$ cat src/rtl/ringdown_pkg.sv
package ringdown_pkg;
  typedef enum logic [2:0] {
    ST_IDLE    = 3'd0,
    ST_HOLDOFF = 3'd1,
    ST_CAPTURE = 3'd2,
    ST_WAITXF  = 3'd3,
    ST_DIVIDE  = 3'd4,
    ST_LATCH   = 3'd5
  } seq_state_t;
endpackage

$ cat src/rtl/rd_trig_sync.sv
module rd_trig_sync #(
  parameter int SYNC_STAGES = 2
) (
  input  logic clk,
  input  logic rst,
  input  logic trig_async,
  output logic trig_rise
);
  logic [SYNC_STAGES:0] sr;

  always_ff @(posedge clk) begin
    if (rst) sr <= '0;
    else     sr <= {sr[SYNC_STAGES-1:0], trig_async};
  end

  assign trig_rise = sr[SYNC_STAGES-1] & ~sr[SYNC_STAGES];
endmodule

$ cat src/rtl/rd_sample_gate.sv
module rd_sample_gate #(
  parameter int SAMPLE_W    = 14,
  parameter int CAPTURE_LEN = 8192,
  localparam int CNT_W      = $clog2(CAPTURE_LEN)
) (
  input  logic                clk,
  input  logic                rst,
  input  logic                cap_en,
  input  logic [SAMPLE_W-1:0] adc_data,
  input  logic                adc_valid,
  output logic [SAMPLE_W-1:0] xf_data,
  output logic                xf_valid,
  output logic                xf_last,
  output logic                cap_done
);
  logic [CNT_W-1:0] cnt;
  logic             take;

  assign take     = cap_en & adc_valid;
  assign cap_done = take & (cnt == CNT_W'(CAPTURE_LEN - 1));

  always_ff @(posedge clk) begin
    if (rst) begin
      cnt      <= '0;
      xf_data  <= '0;
      xf_valid <= 1'b0;
      xf_last  <= 1'b0;
    end else begin
      xf_valid <= take;
      xf_last  <= cap_done;
      if (take) xf_data <= adc_data;
      if (!cap_en)   cnt <= '0;
      else if (take) cnt <= cnt + 1'b1;
    end
  end


  fwd_src_chk: assert property (@(posedge clk) disable iff (rst)
    xf_valid |-> $past(adc_valid));


  last_in_valid_chk: assert property (@(posedge clk) disable iff (rst)
    xf_last |-> xf_valid);
endmodule

$ cat src/rtl/rd_bin_latch.sv
module rd_bin_latch #(
  parameter int XFORM_W = 28,
  parameter int IDX_W   = 13,
  parameter int BIN_SEL = 1
) (
  input  logic               clk,
  input  logic               rst,
  input  logic               arm,
  input  logic               bin_valid,
  input  logic [IDX_W-1:0]   bin_idx,
  input  logic [XFORM_W-1:0] bin_re,
  input  logic [XFORM_W-1:0] bin_im,
  output logic [XFORM_W-1:0] op_num,
  output logic [XFORM_W-1:0] op_den,
  output logic               hit
);
  assign hit = arm & bin_valid & (bin_idx == IDX_W'(BIN_SEL));

  always_ff @(posedge clk) begin
    if (rst) begin
      op_num <= '0;
      op_den <= '0;
    end else if (hit) begin
      op_num <= bin_re;
      op_den <= bin_im;
    end
  end


  ops_hold_chk: assert property (@(posedge clk) disable iff (rst)
    !$past(hit) |-> ($stable(op_num) && $stable(op_den)));
endmodule

$ cat src/rtl/ringdown_seq.sv
module ringdown_seq
  import ringdown_pkg::*;
#(
  parameter int SAMPLE_W    = 14,
  parameter int XFORM_W     = 28,
  parameter int RESULT_W    = 16,
  parameter int HOLDOFF_CYC = 160,
  parameter int CAPTURE_LEN = 8192,
  parameter int BIN_SEL     = 1,
  parameter int SYNC_STAGES = 2,
  localparam int IDX_W      = $clog2(CAPTURE_LEN),
  localparam int HOLD_W     = $clog2(HOLDOFF_CYC + 1)
) (
  input  logic                clk,
  input  logic                rst,
  input  logic                trig_in,
  input  logic [SAMPLE_W-1:0] adc_data,
  input  logic                adc_valid,
  output logic [SAMPLE_W-1:0] xf_data,
  output logic                xf_valid,
  output logic                xf_last,
  output logic                xf_rst,
  input  logic                bin_valid,
  input  logic [IDX_W-1:0]    bin_idx,
  input  logic [XFORM_W-1:0]  bin_re,
  input  logic [XFORM_W-1:0]  bin_im,
  output logic                div_start,
  output logic [XFORM_W-1:0]  div_num,
  output logic [XFORM_W-1:0]  div_den,
  input  logic                div_done,
  input  logic [RESULT_W-1:0] div_quot,
  output logic [RESULT_W-1:0] result,
  output logic                result_valid,
  output logic                busy
);
  seq_state_t        state, nxt;
  logic              trig_rise;
  logic              cap_done;
  logic              bin_hit;
  logic [HOLD_W-1:0] hold_cnt;
  logic              hold_end;

  rd_trig_sync #(.SYNC_STAGES(SYNC_STAGES)) u_sync (
    .clk(clk), .rst(rst), .trig_async(trig_in), .trig_rise(trig_rise)
  );

  rd_sample_gate #(.SAMPLE_W(SAMPLE_W), .CAPTURE_LEN(CAPTURE_LEN)) u_gate (
    .clk(clk), .rst(rst), .cap_en(state == ST_CAPTURE),
    .adc_data(adc_data), .adc_valid(adc_valid),
    .xf_data(xf_data), .xf_valid(xf_valid), .xf_last(xf_last),
    .cap_done(cap_done)
  );

  rd_bin_latch #(.XFORM_W(XFORM_W), .IDX_W(IDX_W), .BIN_SEL(BIN_SEL)) u_bins (
    .clk(clk), .rst(rst), .arm(state == ST_WAITXF),
    .bin_valid(bin_valid), .bin_idx(bin_idx), .bin_re(bin_re), .bin_im(bin_im),
    .op_num(div_num), .op_den(div_den), .hit(bin_hit)
  );

  assign hold_end = (hold_cnt == HOLD_W'(HOLDOFF_CYC - 1));

  always_comb begin
    nxt = state;
    unique case (state)
      ST_IDLE:    if (trig_rise) nxt = ST_HOLDOFF;
      ST_HOLDOFF: if (hold_end)  nxt = ST_CAPTURE;
      ST_CAPTURE: if (cap_done)  nxt = ST_WAITXF;
      ST_WAITXF:  if (bin_hit)   nxt = ST_DIVIDE;
      ST_DIVIDE:  if (div_done)  nxt = ST_LATCH;
      ST_LATCH:                  nxt = ST_IDLE;
      default:                   nxt = ST_IDLE;
    endcase
  end

  always_ff @(posedge clk) begin
    if (rst) begin
      state        <= ST_IDLE;
      hold_cnt     <= '0;
      busy         <= 1'b0;
      div_start    <= 1'b0;
      result       <= '0;
      result_valid <= 1'b0;
      xf_rst       <= 1'b0;
    end else begin
      state        <= nxt;
      busy         <= (nxt != ST_IDLE);
      hold_cnt     <= (state == ST_HOLDOFF) ? hold_cnt + 1'b1 : '0;
      div_start    <= (state == ST_WAITXF) && bin_hit;
      result_valid <= (state == ST_DIVIDE) && div_done;
      xf_rst       <= (state == ST_LATCH);
      if ((state == ST_DIVIDE) && div_done) result <= div_quot;
    end
  end


  busy_start_chk: assert property (@(posedge clk) disable iff (rst)
    $rose(busy) |-> $past(trig_rise));


  div_pulse_chk: assert property (@(posedge clk) disable iff (rst)
    div_start |=> !div_start);


  rv_pulse_chk: assert property (@(posedge clk) disable iff (rst)
    result_valid |=> !result_valid);


  result_hold_chk: assert property (@(posedge clk) disable iff (rst)
    !$stable(result) |-> result_valid);


  xf_rst_order_chk: assert property (@(posedge clk) disable iff (rst)
    xf_rst |-> ($past(result_valid) && !busy));
endmodule

$ cat config.mk
export PLATFORM = sky130hd
export DESIGN_NAME = ringdown_seq
export DESIGN_NICKNAME = d
export VERILOG_FILES = /design/src/rtl/ringdown_pkg.sv /design/src/rtl/rd_trig_sync.sv /design/src/rtl/rd_sample_gate.sv /design/src/rtl/rd_bin_latch.sv /design/src/rtl/ringdown_seq.sv
export SDC_FILE = /design/constraint.sdc
export NUM_CORES = 1
export LEC_CHECK = 0
export BUFFER_PORTS_ARGS = -buffer_cell sky130_fd_sc_hd__buf_2
export CAP_MARGIN = 30
export CORE_MARGIN = 1
export CORE_UTILIZATION = 45
export CTS_BUF_LIST = sky130_fd_sc_hd__clkbuf_8
export DETAILED_ROUTE_END_ITERATION = 16
export PLACE_DENSITY = 0.76
export RECOVER_POWER = 100
export SLEW_MARGIN = 10
export SYNTH_ARGS = -nofsm -noshare
export SYNTH_HDL_FRONTEND = slang
export SYNTH_SLANG_ARGS = --single-unit
$ cat constraint.sdc
create_clock -name clk -period 2.4 [get_ports clk]
set_clock_uncertainty 0.2 [all_clocks]
set_input_delay 0.48 -clock clk [delete_from_list [all_inputs] [get_ports clk]]
set_output_delay 0.48 -clock clk [all_outputs]
set_load 0.01 [all_outputs]
==> results.json, run 1 <==
{
  "outcome": "completed",
  "layout_commonest_cell": "nand2_1",
  "worst_pin_slew_ns": 0.923,
  "cp-start-kind": "register",
  "dieArea_um2": 10100,
  "cp_data_required_time_ns": 2.55,
  "fp.coreArea_um2": 9330,
  "slew_headroom_pct": 38.5,
  "hold_viol_final": 0,
  "hold_buffers": 0,
  "htree_levels": 4,
  "ant_nets": 0,
  "end_kind": "register",
  "crit_type": "reg2reg",
  "grt_pass1_wl_um": 16700,
  "synthArstFlopShare_pct": 0,
  "root_buffer": "clkbuf_8",
  "cp.arrival_ns": 2.24,
  "finalCriticalPeriod_ns": 2.09,
  "leakage_nw": 2.09,
  "viasPerCell": 4.83,
  "drc_errors": 0,
  "utilization_pct": 60.6,
  "fmax_mhz": 478,
  "rsz0062_at_grt": "false",
  "cts.sinks": 119,
  "initial_core_util_pct": 46.7,
  "clock_latency_ns": 0.42,
  "antenna_found_initial": 0,
  "place_congestion": 0.861,
  "seq_area_um2": 2380,
  "die_y_um": 100,
  "cts_setup_buffers": 0,
  "syn2layout_area_growth_pct": 29.7,
  "hp-class": "in2reg",
  "cts_tree": "done",
  "cts_buffers": 17,
  "placement.io_buffers": 196,
  "drtIter0Drc": 129,
  "cts.path.max_buffers": 2,
  "die_x_um": 100,
  "layout_common_cells": "179 x nand2_1, 119 x dfxtp_1, 103 x buf_2",
  "setup_violations": 0,
  "post_cts_resized": 0,
  "syn_area_um2": 4360,
  "synth_seq_cells": 119,
  "syn_nets": 635,
  "finalSetupTns_ns": 0,
  "synth.distinct_cells": 38,
  "postSynthAreaPerCell_um2": 8.25,
  "totalWireLength_um": 10600,
  "grt_pass1_vias": 3808,
  "dr.pass1.iters": 4,
  "wl_per_cell_um": 12.4,
  "multi_input_area_um2": 1770,
  "grt_start_max_net_pins": 58,
  "synth_edf_count": 0,
  "dp.final_hpwl_um": 7470,
  "grt_use_total_pct": 21.1,
  "max_cap_violations": 0,
  "ir_drop_uv": 356,
  "ys_seq_area_share_pct": 54.7,
  "rows": 35,
  "diodes": 0,
  "fin_nets": 821,
  "overflow": 0,
  "clk_pin_slew_ns": 0.07,
  "yosysWarnings": 0,
  "io_pins": 197,
  "nFillCells": 896,
  "drv_slew": 0,
  "synth_cells": 528,
  "p_per_area_nw_per_um2": 680,
  "drive_gt1_share_pct": 19.7,
  "vias": 4136,
  "period_share_pct": 87.1,
  "synthFlopType": "dfxtp_1",
  "path_max_fanout": 16
}
## kinds of logic (layout without fill, tap and decap cells)
| kind of cell | Yosys count | count (layout) | share of synthesized area [%] |
|---|---|---|---|
| compound gates | 93 | 93 | 11.1 |
| xor+xnor | 18 | 18 | 3.62 |
| fa+ha+maj | 2 | 2 | 0.574 |
| buf+inv | 38 | 237 | 4.59 |
| flops | 119 | 119 | 54.7 |
| mux | 2 | 2 | 0.459 |
| simple gates | 256 | 256 | 25.0 |
## layout make-up
type / count / area share (%)
inverter: 3 / 0.199
clock inverter: 14 / 2.37
clock buffer: 18 / 4.38
multi-input combinational: 371 / 31.4
tap: 129 / 2.86
timing repair buffer: 202 / 16.7
sequential: 119 / 42.2
## state kept, by name, summed over array words and instances, names as in the netlist, 3 cells and up
signal and cells:
u_bins.op_num 28, u_gate.cnt 13, state 3, u_gate.xf_data 14, u_sync.sr 3, result 16
u_bins.op_den 28, hold_cnt 8
## where the power goes
part	switching (W)	leakage, nW	internal, W
clock network	0.000790	0.189	0.000936
registers	0.00000318	0.959	0.00198
logic	0.0000621	0.944	0.0000734
total	0.000855	2.09	0.00299
## stage by stage
| stage | cell area, µm² | hold WS (ns) | power (W) | setup slack (ns) | instances |
|---|---|---|---|---|---|
| 2_1_floorplan | 4360 | 0.214 | 0.00207 | 0.505 | 528 |
| 3_3_place_gp | 5410 | 0.230 | 0.00216 | 0.353 | 824 |
| 3_5_place_dp | 5410 | 0.243 | 0.00217 | 0.285 | 824 |
| 4_1_cts | 5800 | 0.0449 | 0.00388 | 0.433 | 856 |
| 5_1_grt | 5650 | 0.0399 | 0.00399 | 0.167 | 856 |
| 6_report | 5650 | 0.0669 | 0.00384 | 0.310 | 856 |
## cell usage after synthesis, drive strengths merged, types with 2 or more instances
master / count / area, µm²
a21oi: 86 / 430
and2: 2 / 12.5
and3: 7 / 43.8
and4: 2 / 20.0
buf: 19 / 128
clkbuf: 16 / 61.3
dfxtp: 119 / 2380
ha: 2 / 25.0
inv: 3 / 11.3
mux2i: 2 / 20.0
nand2: 179 / 672
nand2b: 2 / 12.5
nand3: 11 / 55.1
nand4: 4 / 25.0
nor2: 31 / 116
nor2b: 8 / 52.6
nor3: 3 / 20.0
nor4: 2 / 12.5
o21ai: 3 / 18.8
xnor2: 5 / 43.8
xor2: 13 / 114
## routing by layer
| layer | track usage [%] | vias to the layer above | wire, µm |
|---|---|---|---|
| met1 | 22.6 | 1886 | 4380 |
| met4 | 10.0 | 0 | 178 |
| met2 | 36.8 | 149 | 5370 |
| met5 | 0 | - | 0 |
| li1 | - | 2084 | - |
| met3 | 7.87 | 17 | 684 |
## worst max-delay path: stages (launching register included)
cell and delay (ns):
dfxtp_1 0.47, and4bb_4 0.40, and2_0 0.40, and4_1 0.31, nor3_1 0.08, o21bai_2 0.15
## path summary, 6_finish.rpt
| check | endpoint | startpoint | slack (ns) | cells past startpoint |
|---|---|---|---|---|
| worst max register to register | busy | state[1] | 0.31 | 5 |
| worst min-delay path | u_sync.sr[0] | trig_in | 0.07 | 2 |
| worst min register to register | u_bins.op_num[7] | u_bins.op_num[7] | 0.25 | 2 |
| worst max-delay path | busy | state[1] | 0.31 | 5 |
(Power assumes the default switching activity.)
==> inputs of run 2 (changes only) <==
- ABC_AREA: not set -> 1
- PLACE_DENSITY: 0.76 -> 0.75
==> run 2 against run 1 <==
Compared with the run above: synthesized cell count up 9.5%; highest routed layer unchanged; non-clock buffer count is 2 lower; sequential share of layout area fell by 1.7 points.
==> results.json, run 2 <==
{
  "ys_seq_area_share_pct": 52.6,
  "period_share_pct": 79.6,
  "p_seq_share_pct": 46.5,
  "hold_viol_final": 0,
  "cp_data_required_time_ns": 2.51,
  "p_per_area_nw_per_um2": 723,
  "postSynthAreaPerCell_um2": 7.84,
  "initial_core_util_pct": 46.4,
  "drive_gt1_share_pct": 18.0,
  "nFillCells": 978,
  "synthArstFlopShare_pct": 0,
  "synth_top_area_share_pct": 52.6,
  "cpPeakStageDelay_ns": 0.35,
  "synth.most_common_cell": "dfxtp_1",
  "overflow": 0,
  "dieArea_um2": 10500,
  "seq_area_um2": 2380,
  "synth_edf_count": 0,
  "clock_power_share_pct": 49.6,
  "finalCriticalPeriod_ns": 1.91,
  "cp_slowest_cell": "dfxtp_1",
  "cts_setup_buffers": 0,
  "crit_chain": "inv_1, nand3_1, nor2_1, nand3_4, buf_12, o21ai_0, a21oi_1",
  "synth_top_cell_by_area": "dfxtp_1",
  "antenna_found_initial": 0,
  "intPower_w": 0.00334,
  "fp.coreArea_um2": 9770,
  "grt_start_max_net_pins": 105,
  "ant_nets": 0,
  "syn2layout_area_growth_pct": 30.0,
  "reg_top3": "u_bins.op_den (28), u_bins.op_num (28), result (16)",
  "clock_latency_ns": 0.42,
  "power_frac_comb_pct": 3.9,
  "cts_tree": "done",
  "post_cts_resized": 0,
  "slew_headroom_pct": 56.8,
  "drtIter0Drc": 116,
  "grt_use_total_pct": 21.4,
  "p_sw_share_pct": 21.7,
  "switchingPower_w": 0.000924,
  "yosys-top-cells-count": "119 x dfxtp_1, 91 x nor2_1, 86 x inv_1",
  "drv_slew": 0,
  "multi_input_area_um2": 1630,
  "htree_levels": 4,
  "dr.pass1.iters": 4,
  "vias": 4416,
  "hp-class": "in2reg",
  "rows": 36,
  "synthTopCellsByArea": "dfxtp_1 53%, o21ai_0 8.7%, a21oi_1 8.1%",
  "yosysWarnings": 0,
  "path_max_fanout": 104,
  "wl_per_cell_um": 12.6,
  "root_buffer": "clkbuf_8",
  "grt_pass1_vias": 3852,
  "rsz0062_at_grt": "false",
  "placement.io_buffers": 196,
  "setup_violations": 0,
  "drc_errors": 0,
  "layout_commonest_cell": "dfxtp_1",
  "fin_nets": 877,
  "ir_drop_uv": 339,
  "cts_buffers": 17,
  "synth_seq_cells": 119,
  "die_x_um": 102,
  "layout_common_cells": "119 x dfxtp_1, 103 x buf_2, 95 x clkbuf_1",
  "io_pins": 197,
  "cts.path.max_buffers": 2,
  "diodes": 0,
  "synthFlopType": "dfxtp_1",
  "grt_pass1_wl_um": 17200,
  "totalWireLength_um": 11600,
  "leakage_nw": 2.27,
  "end_kind": "register",
  "dp.final_hpwl_um": 8210,
  "syn_nets": 685,
  "viasPerCell": 4.82,
  "crit_type": "reg2reg",
  "cts.sinks": 119,
  "finalPower_w": 0.00426,
  "die_y_um": 102,
  "hold_buffers": 0,
  "synth.distinct_cells": 29,
  "place_congestion": 0.793,
  "finalSetupTns_ns": 0,
  "max_cap_violations": 0,
  "worst_pin_slew_ns": 0.648,
  "fmax_mhz": 524,
  "cp.arrival_ns": 2.01,
  "synth_cells": 578,
  "clk_pin_slew_ns": 0.08,
  "syn_area_um2": 4530,
  "outcome": "completed",
  "cp-start-kind": "register"
}
-- run 2: changes by cell type in the layout (fill, tap and decap cells not counted), sizes merged, moves of 7 or more --
cell / change
o21ai: +88
nor2: +64
nor2b: -8
and3: -7
nand2: -136
xor2: -10
a21oi: -13
inv: +84
-- run 2: worst paths after layout --
check | cells after the start | endpoint | from | slack, ns
worst min register to register | 2 | u_sync.sr[1] | u_sync.sr[0] | 0.22
worst max-delay path | 7 | u_bins.op_num[18] | state[2] | 0.49
worst max register to register | 7 | u_bins.op_num[18] | state[2] | 0.49
worst min-delay path | 3 | u_sync.sr[0] | trig_in | 0.07
-- run 2: layer usage --
metal / vias to the layer above / part of all wire (%) / global-route usage [%]
met3: 19 / 7.0 / 6.98
li1: 2233 / - / -
met2: 165 / 49 / 35.9
met4: 0 / 1.9 / 9.56
met1: 1999 / 42 / 24.8
met5: - / 0 / 0
-- run 2: metrics by stage --
stage               cells  hold slack, ns  instance area [µm²]  setup WS (ns)  util [%]
detailed placement    884           0.218                 5580          0.308      57.0
global placement      884           0.200                 5580          0.433      57.0
finish                916          0.0725                 5890          0.490      60.3
global route          916          0.0477                 5890          0.289      60.3
CTS                   916          0.0488                 6050          0.544      61.9
floorplan             578           0.188                 4530          0.772         -
-- run 2: cell families after synthesis --
logic type	after synthesis	share of synthesized area (%)
compound gates	164	18.1
xor+xnor	5	0.966
fa+ha+maj	2	0.552
buf+inv	116	10.9
flops	119	52.6
simple gates	172	16.9
-- run 2: layout make-up --
| type | count | share of cell area (%) |
|---|---|---|
| Tap cell | 133 | 2.82 |
| Timing Repair Buffer | 200 | 15.5 |
| Clock buffer | 18 | 4.20 |
| Multi-Input combinational cell | 343 | 27.6 |
| Clock inverter | 14 | 3.78 |
| Inverter | 89 | 5.67 |
| Sequential cell | 119 | 40.4 |
-- run 2: power by group through the flow --
stage / registers, W / clock network (W) / logic [W]
global placement: 0.00203 / 0 / 0.000163
floorplan: 0.00203 / 0 / 0.0000619
global route: 0.00198 / 0.00226 / 0.000184
CTS: 0.00198 / 0.00215 / 0.000168
finish: 0.00198 / 0.00211 / 0.000165
detailed placement: 0.00203 / 0 / 0.000166
-- run 2: worst max-delay path, delay by kind of cell, from the launching register on --
family	cells	cell delay [ns]
flops	1	0.35
buf+inv	2	0.36
compound gates	2	0.31
simple gates	3	0.52
